<file path="config.mk">
export PLATFORM = sky130hd
export DESIGN_NAME = pend_vec_scan
export DESIGN_NICKNAME = d
export VERILOG_FILES = /design/src/rtl/pvs_pkg.sv /design/src/rtl/pvs_lsb_pick.sv /design/src/rtl/pvs_vec_build.sv /design/src/rtl/pend_vec_scan.sv
export SDC_FILE = /design/constraint.sdc
export NUM_CORES = 1
export LEC_CHECK = 0
export BUFFER_PORTS_ARGS = -buffer_cell sky130_fd_sc_hd__buf_2
export CAP_MARGIN = 20
export CORE_ASPECT_RATIO = 0.75
export CORE_MARGIN = 4
export CORE_UTILIZATION = 45
export CTS_BUF_LIST = sky130_fd_sc_hd__clkbuf_8
export DETAILED_ROUTE_END_ITERATION = 6
export PLACE_DENSITY_LB_ADDON = 0.05
export SYNTH_ARGS = -nofsm -noshare
export SYNTH_HDL_FRONTEND = slang
export SYNTH_SLANG_ARGS = --single-unit
</file>
<file path="constraint.sdc">
create_clock -name clk_i -period 4.06 [get_ports clk_i]
set_clock_uncertainty 0.1 [all_clocks]
set_input_delay 0.609 -clock clk_i [delete_from_list [all_inputs] [get_ports clk_i]]
set_output_delay 0.609 -clock clk_i [all_outputs]
set_load 0.05 [all_outputs]
</file>
<file path="src/rtl/pvs_pkg.sv">
package pvs_pkg;
  typedef enum logic [1:0] {
    ST_IDLE   = 2'd0,
    ST_SUM_RD = 2'd1,
    ST_IDX_RD = 2'd2,
    ST_EMIT   = 2'd3
  } scan_st_e;
endpackage

</file>
<file path="src/rtl/pvs_lsb_pick.sv">
module pvs_lsb_pick #(
  parameter  int W  = 8,
  localparam int IW = (W > 1) ? $clog2(W) : 1
) (
  input  logic [W-1:0]  vec_i,
  output logic [IW-1:0] idx_o
);
  // highest-to-lowest walk so the lowest set bit wins
  always_comb begin
    idx_o = '0;
    for (int i = W - 1; i >= 0; i--) begin
      if (vec_i[i]) idx_o = IW'(i);
    end
  end
endmodule

</file>
<file path="src/rtl/pvs_vec_build.sv">
module pvs_vec_build #(
  parameter  int NUM_IDX  = 8,
  parameter  int IDX_BITS = 16,
  parameter  int NUM_GRP  = 16,
  parameter  int MAX_CPU  = 16,
  localparam int IDX_W    = $clog2(NUM_IDX),
  localparam int BIT_W    = $clog2(IDX_BITS),
  localparam int GRP_W    = $clog2(NUM_GRP),
  localparam int CPU_W    = $clog2(MAX_CPU) + 1,
  localparam int VEC_W    = $clog2(NUM_IDX * IDX_BITS * NUM_GRP)
) (
  input  logic [IDX_W-1:0] idx_i,
  input  logic [BIT_W-1:0] bit_i,
  input  logic [GRP_W-1:0] grp_i,
  input  logic [CPU_W-1:0] ncpu_i,
  output logic [VEC_W-1:0] vec_o
);
  localparam bit POW2 = (NUM_IDX == (1 << IDX_W)) && (IDX_BITS == (1 << BIT_W)) &&
                        (NUM_GRP == (1 << GRP_W));

  logic [VEC_W-1:0] raw;
  logic [VEC_W-1:0] keep;

  generate
    if (POW2) begin : g_concat
      assign raw = {idx_i, bit_i, grp_i};
    end else begin : g_arith
      assign raw = ((VEC_W'(idx_i) * VEC_W'(IDX_BITS)) + VEC_W'(bit_i)) * VEC_W'(NUM_GRP)
                   + VEC_W'(grp_i);
    end
  endgenerate

  // ncpu is a power of two, so modulo is a low-bit mask
  assign keep  = ~(VEC_W'(ncpu_i) - VEC_W'(1));
  assign vec_o = raw & keep;
endmodule

</file>
<file path="src/rtl/pend_vec_scan.sv">
module pend_vec_scan #(
  parameter  int NUM_IDX  = 8,
  parameter  int IDX_BITS = 16,
  parameter  int NUM_GRP  = 16,
  parameter  int MAX_CPU  = 16,
  parameter  int DATA_W   = 32,
  localparam int IDX_W    = $clog2(NUM_IDX),
  localparam int BIT_W    = $clog2(IDX_BITS),
  localparam int GRP_W    = $clog2(NUM_GRP),
  localparam int CPU_W    = $clog2(MAX_CPU) + 1,
  localparam int VEC_W    = $clog2(NUM_IDX * IDX_BITS * NUM_GRP)
) (
  input  logic              clk_i,
  input  logic              rst_ni,
  input  logic              grp_irq_i,
  input  logic [GRP_W-1:0]  grp_id_i,
  input  logic [CPU_W-1:0]  ncpu_i,
  output logic              rd_req_o,
  output logic              rd_sum_o,
  output logic [IDX_W-1:0]  rd_idx_o,
  input  logic              rd_ack_i,
  input  logic [DATA_W-1:0] rd_data_i,
  output logic              vec_valid_o,
  input  logic              vec_ready_i,
  output logic [VEC_W-1:0]  vec_o,
  output logic              done_o
);
  import pvs_pkg::*;

  scan_st_e            state_q, state_d;
  logic [NUM_IDX-1:0]  sum_q, sum_d;
  logic [IDX_BITS-1:0] bits_q, bits_d;
  logic                done_q, done_d;

  logic [IDX_W-1:0]    sum_idx;
  logic [BIT_W-1:0]    bit_idx;
  logic [NUM_IDX-1:0]  sum_clr;
  logic [IDX_BITS-1:0] bits_clr;
  logic [NUM_IDX-1:0]  rd_sum_bits;
  logic [IDX_BITS-1:0] rd_idx_bits;
  logic                unused_rd_data;

  assign rd_sum_bits    = rd_data_i[NUM_IDX-1:0];
  assign rd_idx_bits    = rd_data_i[IDX_BITS-1:0];
  assign unused_rd_data = ^rd_data_i;

  // drop lowest set bit
  assign sum_clr  = sum_q & (sum_q - NUM_IDX'(1));
  assign bits_clr = bits_q & (bits_q - IDX_BITS'(1));

  pvs_lsb_pick #(.W(NUM_IDX)) u_sum_pick (
    .vec_i (sum_q),
    .idx_o (sum_idx)
  );

  pvs_lsb_pick #(.W(IDX_BITS)) u_bit_pick (
    .vec_i (bits_q),
    .idx_o (bit_idx)
  );

  pvs_vec_build #(
    .NUM_IDX  (NUM_IDX),
    .IDX_BITS (IDX_BITS),
    .NUM_GRP  (NUM_GRP),
    .MAX_CPU  (MAX_CPU)
  ) u_vec_build (
    .idx_i  (sum_idx),
    .bit_i  (bit_idx),
    .grp_i  (grp_id_i),
    .ncpu_i (ncpu_i),
    .vec_o  (vec_o)
  );

  always_comb begin
    state_d = state_q;
    sum_d   = sum_q;
    bits_d  = bits_q;
    done_d  = 1'b0;
    unique case (state_q)
      ST_IDLE: begin
        if (grp_irq_i) state_d = ST_SUM_RD;
      end
      ST_SUM_RD: begin
        if (rd_ack_i) begin
          sum_d = rd_sum_bits;
          if (rd_sum_bits == '0) begin
            state_d = ST_IDLE;
            done_d  = 1'b1;
          end else begin
            state_d = ST_IDX_RD;
          end
        end
      end
      ST_IDX_RD: begin
        if (rd_ack_i) begin
          bits_d = rd_idx_bits;
          if (rd_idx_bits == '0) begin
            sum_d   = sum_clr;
            state_d = (sum_clr == '0) ? ST_SUM_RD : ST_IDX_RD;
          end else begin
            state_d = ST_EMIT;
          end
        end
      end
      ST_EMIT: begin
        if (vec_ready_i) begin
          bits_d = bits_clr;
          if (bits_clr == '0) begin
            sum_d   = sum_clr;
            state_d = (sum_clr == '0) ? ST_SUM_RD : ST_IDX_RD;
          end
        end
      end
      default: state_d = ST_IDLE;
    endcase
  end

  always_ff @(posedge clk_i or negedge rst_ni) begin
    if (!rst_ni) begin
      state_q <= ST_IDLE;
      sum_q   <= '0;
      bits_q  <= '0;
      done_q  <= 1'b0;
    end else begin
      state_q <= state_d;
      sum_q   <= sum_d;
      bits_q  <= bits_d;
      done_q  <= done_d;
    end
  end

  assign rd_req_o    = (state_q == ST_SUM_RD) || (state_q == ST_IDX_RD);
  assign rd_sum_o    = (state_q == ST_SUM_RD);
  assign rd_idx_o    = sum_idx;
  assign vec_valid_o = (state_q == ST_EMIT);
  assign done_o      = done_q;
endmodule

</file>
# Word level (Yosys, flattened, before mapping)
# Cells that the tools add are included.
# Widths: inputs -> output; s select.
# classes
add_sub_neg	3
n_eq_ne	9
mux	45
bitwise_logic	4
reduce_logical	11
# op_table
operator	count
$mux 4	16
$mux 8	5
$logic_not 16->1	2
$mux 16	2
$pmux 16 s2	1
$mux 3	8
$pmux 8 s3	1
$and 16x16->16	1
$logic_not 8->1	2
$mux 2	8
$sub 16x1->16 const B	1
$and 11x11->11	1
$not 11->11	1
$and 8x8->8	1
$pmux 2 s4	1
$sub 8x1->8 const B	1
$ne 2x1->1 const B	3
$ne 2x2->1 const B	3
$reduce_and 6->1	1
$sub 5x1->6 const B	1
$reduce_and 5->1	1
$eq 2x2->1 const B	2
$mux 1	3
$reduce_and 3->1	1
other kinds (5)	5
# totals
ff_bits	27
inputBits	46
out_inout_bits	18
word_cells	76

# Depth between registers and ports, before layout
# depth
ltp_word	17
ltp_mapped	9
depth_no_buf	9

# By module
# A second synthesis with hierarchy kept.
# hier_totals
cells_unflattened	269
hier_area_um2	2167.1
# by_module_without_submodules
module	instances	cells_per_inst	area_per_inst_um2	seq_area_each_um2
pend_vec_scan	1	204	1744.2	675.6
pvs_lsb_pick at u_bit_pick	1	31	178.9	0.0
pvs_vec_build	1	22	160.2	0.0
pvs_lsb_pick at u_sum_pick	1	12	83.8	0.0

# Worst setup path after synthesis
# Ideal clock, no wire load.
# synth_timing
path_kind	reg-to-output
from	register bits_q[12]
to	output port vec_o[5]
arrival_ns	3.421
required_ns	3.351
setup_slack_ns	-0.070
stages_incl_launch_ff	7
n_path_buf	1
path_cell_list	dfrtp_1 > clkbuf_1 > nor3_1 > nor3_1 > nor3_1 > o31ai_1 > a2111oi_0
# synth_via
elab_chain_cells	14
# synth_rtl
item	line	source
start, declared	pend_vec_scan.sv:32	logic [IDX_BITS-1:0] bits_q, bits_d;
start signal, assigned	pend_vec_scan.sv:127	bits_q <= bits_d;
$mux 4 (13 in a row)	pvs_lsb_pick.sv:12	if (vec_i[i]) idx_o = IW'(i);
$and 11x11->11	pvs_vec_build.sv:35	assign vec_o = raw & keep;
end, declared	pend_vec_scan.sv:25	output logic [VEC_W-1:0] vec_o,
# No other way between the ends.

# Final worst setup path
# layout_timing
from	register bits_q[2]
to	register sum_q[0]
# layout_via
elab_chain_cells	5
# layout_rtl
item	line	source
$sub 16x1->16	pend_vec_scan.sv:49	assign bits_clr = bits_q & (bits_q - IDX_BITS'(1));
$and 16x16->16 (*)	pend_vec_scan.sv:49	
$logic_not 16->1 (*)	pend_vec_scan.sv:108	if (bits_clr == '0) begin
$ne 2x1->1 (no source line) (*)	-	
$reduce_and 6->1 (no source line) (*)	-	
end signal, assigned	pend_vec_scan.sv:126	sum_q <= sum_d;
end, declared	pend_vec_scan.sv:31	logic [NUM_IDX-1:0] sum_q, sum_d;
# Mark *: on every way between the ends. The rest lies on a longest branch, timed or not.
# A chain may end at the register's enable or synchronous reset.

==> impl_metrics.json <==
{
  "synth.net_count": 297,
  "ys_async_sr_fraction_pct": 100,
  "start_util_pct": 47.7,
  "peakVddDrop_mv": 0.616,
  "die_x_um": 84.4,
  "worst_pin_slew_ns": 0.783,
  "crit_end": "sum_q[0]",
  "antenna_found_initial": 0,
  "setup_viol": 0,
  "fmax_mhz": 329,
  "drv_slew": 0,
  "setup_tns_ns": 0,
  "r2r_slack_ns": 1.02,
  "crit_path_max_fanout": 8,
  "rsz0062_at_grt": "no",
  "cts_setup_buffers": 0,
  "fillCellCount": 414,
  "worstPathCellList": "nor4_1 -> nand2_1 -> maj3_1 -> or3_1 -> o22ai_2 -> o21ai_0 -> a22o_1",
  "tritoncts": "done",
  "stdcell_area_sq_um": 2280,
  "period_needed_ns": 3.04,
  "synth_seq_area_share_pct": 34.3,
  "reg2reg_depth": 7,
  "arrival_ns": 3.11,
  "cts.clk_slew.worst_paths_ns": 0.10,
  "most-common-layout-cells": "47 x buf_2, 34 x nand2_1, 27 x dfrtp_1",
  "cp.depth": 7,
  "cts_buffers": 3,
  "vias": 2034,
  "cts_resized": 0,
  "port-buffer-count": 47,
  "leakage_uw": 0.00105,
  "ys.flop_type": "dfrtp_1",
  "critPathLaunch": "bits_q[2]",
  "core-area_sq_um": 4130,
  "p_per_area_nw_per_um2": 964,
  "synthDistinctLibCells": 44,
  "r2r_end": "sum_q[0]",
  "synth_largest_area_cell": "dfrtp_1",
  "startpoint_type": "flop",
  "num_rows": 20,
  "cp_slowest_stage_delay_ns": 0.64,
  "final_common_cell": "buf_2",
  "root_buffer": "clkbuf_8",
  "cts_max_path_buffers": 2,
  "ys_seq_elements": 27,
  "post_drt_via_cell_ratio": 5.96,
  "required_ns": 4.13,
  "synth_cells": 246,
  "synth-warning-count": 0,
  "relSlewSlack_pct": 47.4,
  "grt_pass1_wl_mm": 8.97,
  "maxCapViolCount": 0,
  "synth_edf_count": 0,
  "nNetsFinal": 338,
  "ys_top_cells_by_area": "dfrtp_1 34%, a22o_1 7.6%, nand2_1 6.5%, o21ai_0 5.3%, a21oi_1 5.1%",
  "wl_per_cell_um": 15.8,
  "grt_max_degree": 28,
  "postCtsHoldBufs": 0,
  "first_global_vias": 1829,
  "area_growth_syn_to_layout_pct": 15.9,
  "rr_startpoint": "bits_q[2]",
  "drive_gt1_share_pct": 21.3,
  "crit_family": "simple AND/OR/NAND/NOR gates",
  "gp_congestion": 0.864,
  "period_share_pct": 75.0,
  "criticalPathCategory": "flop to flop",
  "placed_area_sq_um": 2240,
  "cts_htree_levels": 1,
  "clock_sinks": 27,
  "hp-class": "input port to asynchronous set/reset pin",
  "clk_latency_ns": 0.28,
  "grt_overflow": 0,
  "outcome": "completed",
  "crit_buf_inv": 0,
  "drc_errors": 0,
  "cpMaxStageDelayCell": "nor4_1",
  "syn_area_per_cell_sq_um": 8.01,
  "wirelength_mm": 5.40,
  "drt_first_pass_iters": 4,
  "grt_usage_pct": 20.2,
  "syn-cell-area_sq_um": 1970,
  "first_iter_violations": 131,
  "synth.top_cell.area_share_pct": 34.3,
  "end_kind": "flop",
  "postRouteAntennaNets": 0,
  "ioPinCount": 64,
  "die-area_sq_um": 5510,
  "place_hpwl_mm": 4.08,
  "hold_violations": 0,
  "die_h_um": 65.3,
  "antenna_cells": 0
}
logic make-up after synthesis:
family,Yosys count,share of synthesized area [%]
XOR/XNOR,3,1.33
AO/OA/AOI/OAI,84,29.6
buffers and inverters,23,4.44
adder cells (fa/ha/maj),9,5.21
AND/OR/NAND/NOR,100,25.1
flip-flops,27,34.3
cell usage after synthesis, types with 2 or more instances:
cell       number
nor4_1          8
nand4_1         3
dfrtp_1        27
nand3_1         3
o21ai_0        21
a21oi_1        20
inv_1          11
nand2b_1        3
ha_1            5
or3_1           5
and2_1          5
nand2_1        34
maj3_1          4
o21bai_1        3
o31ai_1         4
clkbuf_1       11
nor2_1         17
a221oi_1        3
or4_1           4
nor3_1         10
a22o_1         17
o41ai_1         2
a2111oi_0       2
and3_1          3
xor2_1          2
layer usage:
layer  global-route usage, %  routed length [um]  vias up
li1                        -                   -     1007
met1                    32.2                2890      960
met2                    28.4                2140       65
met3                    4.01                 353        2
met4                    2.37                  17        0
met5                       0                   0        -
layout make-up:
class	count	area [sq um]	area share, %
well taps	55	68.8	3.01
flip-flops and latches	27	676	29.6
inverters	11	41.3	1.81
clock inverters	1	5.00	0.219
repair buffers	48	243	10.6
multi-input cells	196	1210	52.9
clock buffers	3	41.3	1.81
metrics by stage:
step                      std cells  hold slack, ns  util, %  setup WS, ns  total power [uW]
final                           341           0.235     55.3          1.02              2200
after global routing            341           0.266     55.3         0.731              2390
after CTS                       341           0.257     55.3          1.04              2190
after detailed placement        337           0.454     54.2          1.05              2020
after global placement          337           0.460     54.2          1.03              2020
after floorplan                 246           0.213        -         0.588              1710
report_power, final:
part,switching [uW],internal (uW)
Sequential,194,388
Clock,89.1,68.9
Combinational,953,508
registers in the layout (all words and copies together) (netlist names):
name and count:
sum_q 8, state_q 2, bits_q 16, done_o 1
worst min-delay path by stage:
stage | start | to | slack, ns
after floorplan | rst_ni | bits_q[0] | 0.21
after global placement | state_q[0] | state_q[0] | 0.46
after detailed placement | state_q[0] | state_q[0] | 0.45
after CTS | rst_ni | bits_q[12] | 0.26
after global routing | rst_ni | bits_q[12] | 0.27
final | rst_ni | bits_q[12] | 0.23
Power figures use the tool's default switching activity.
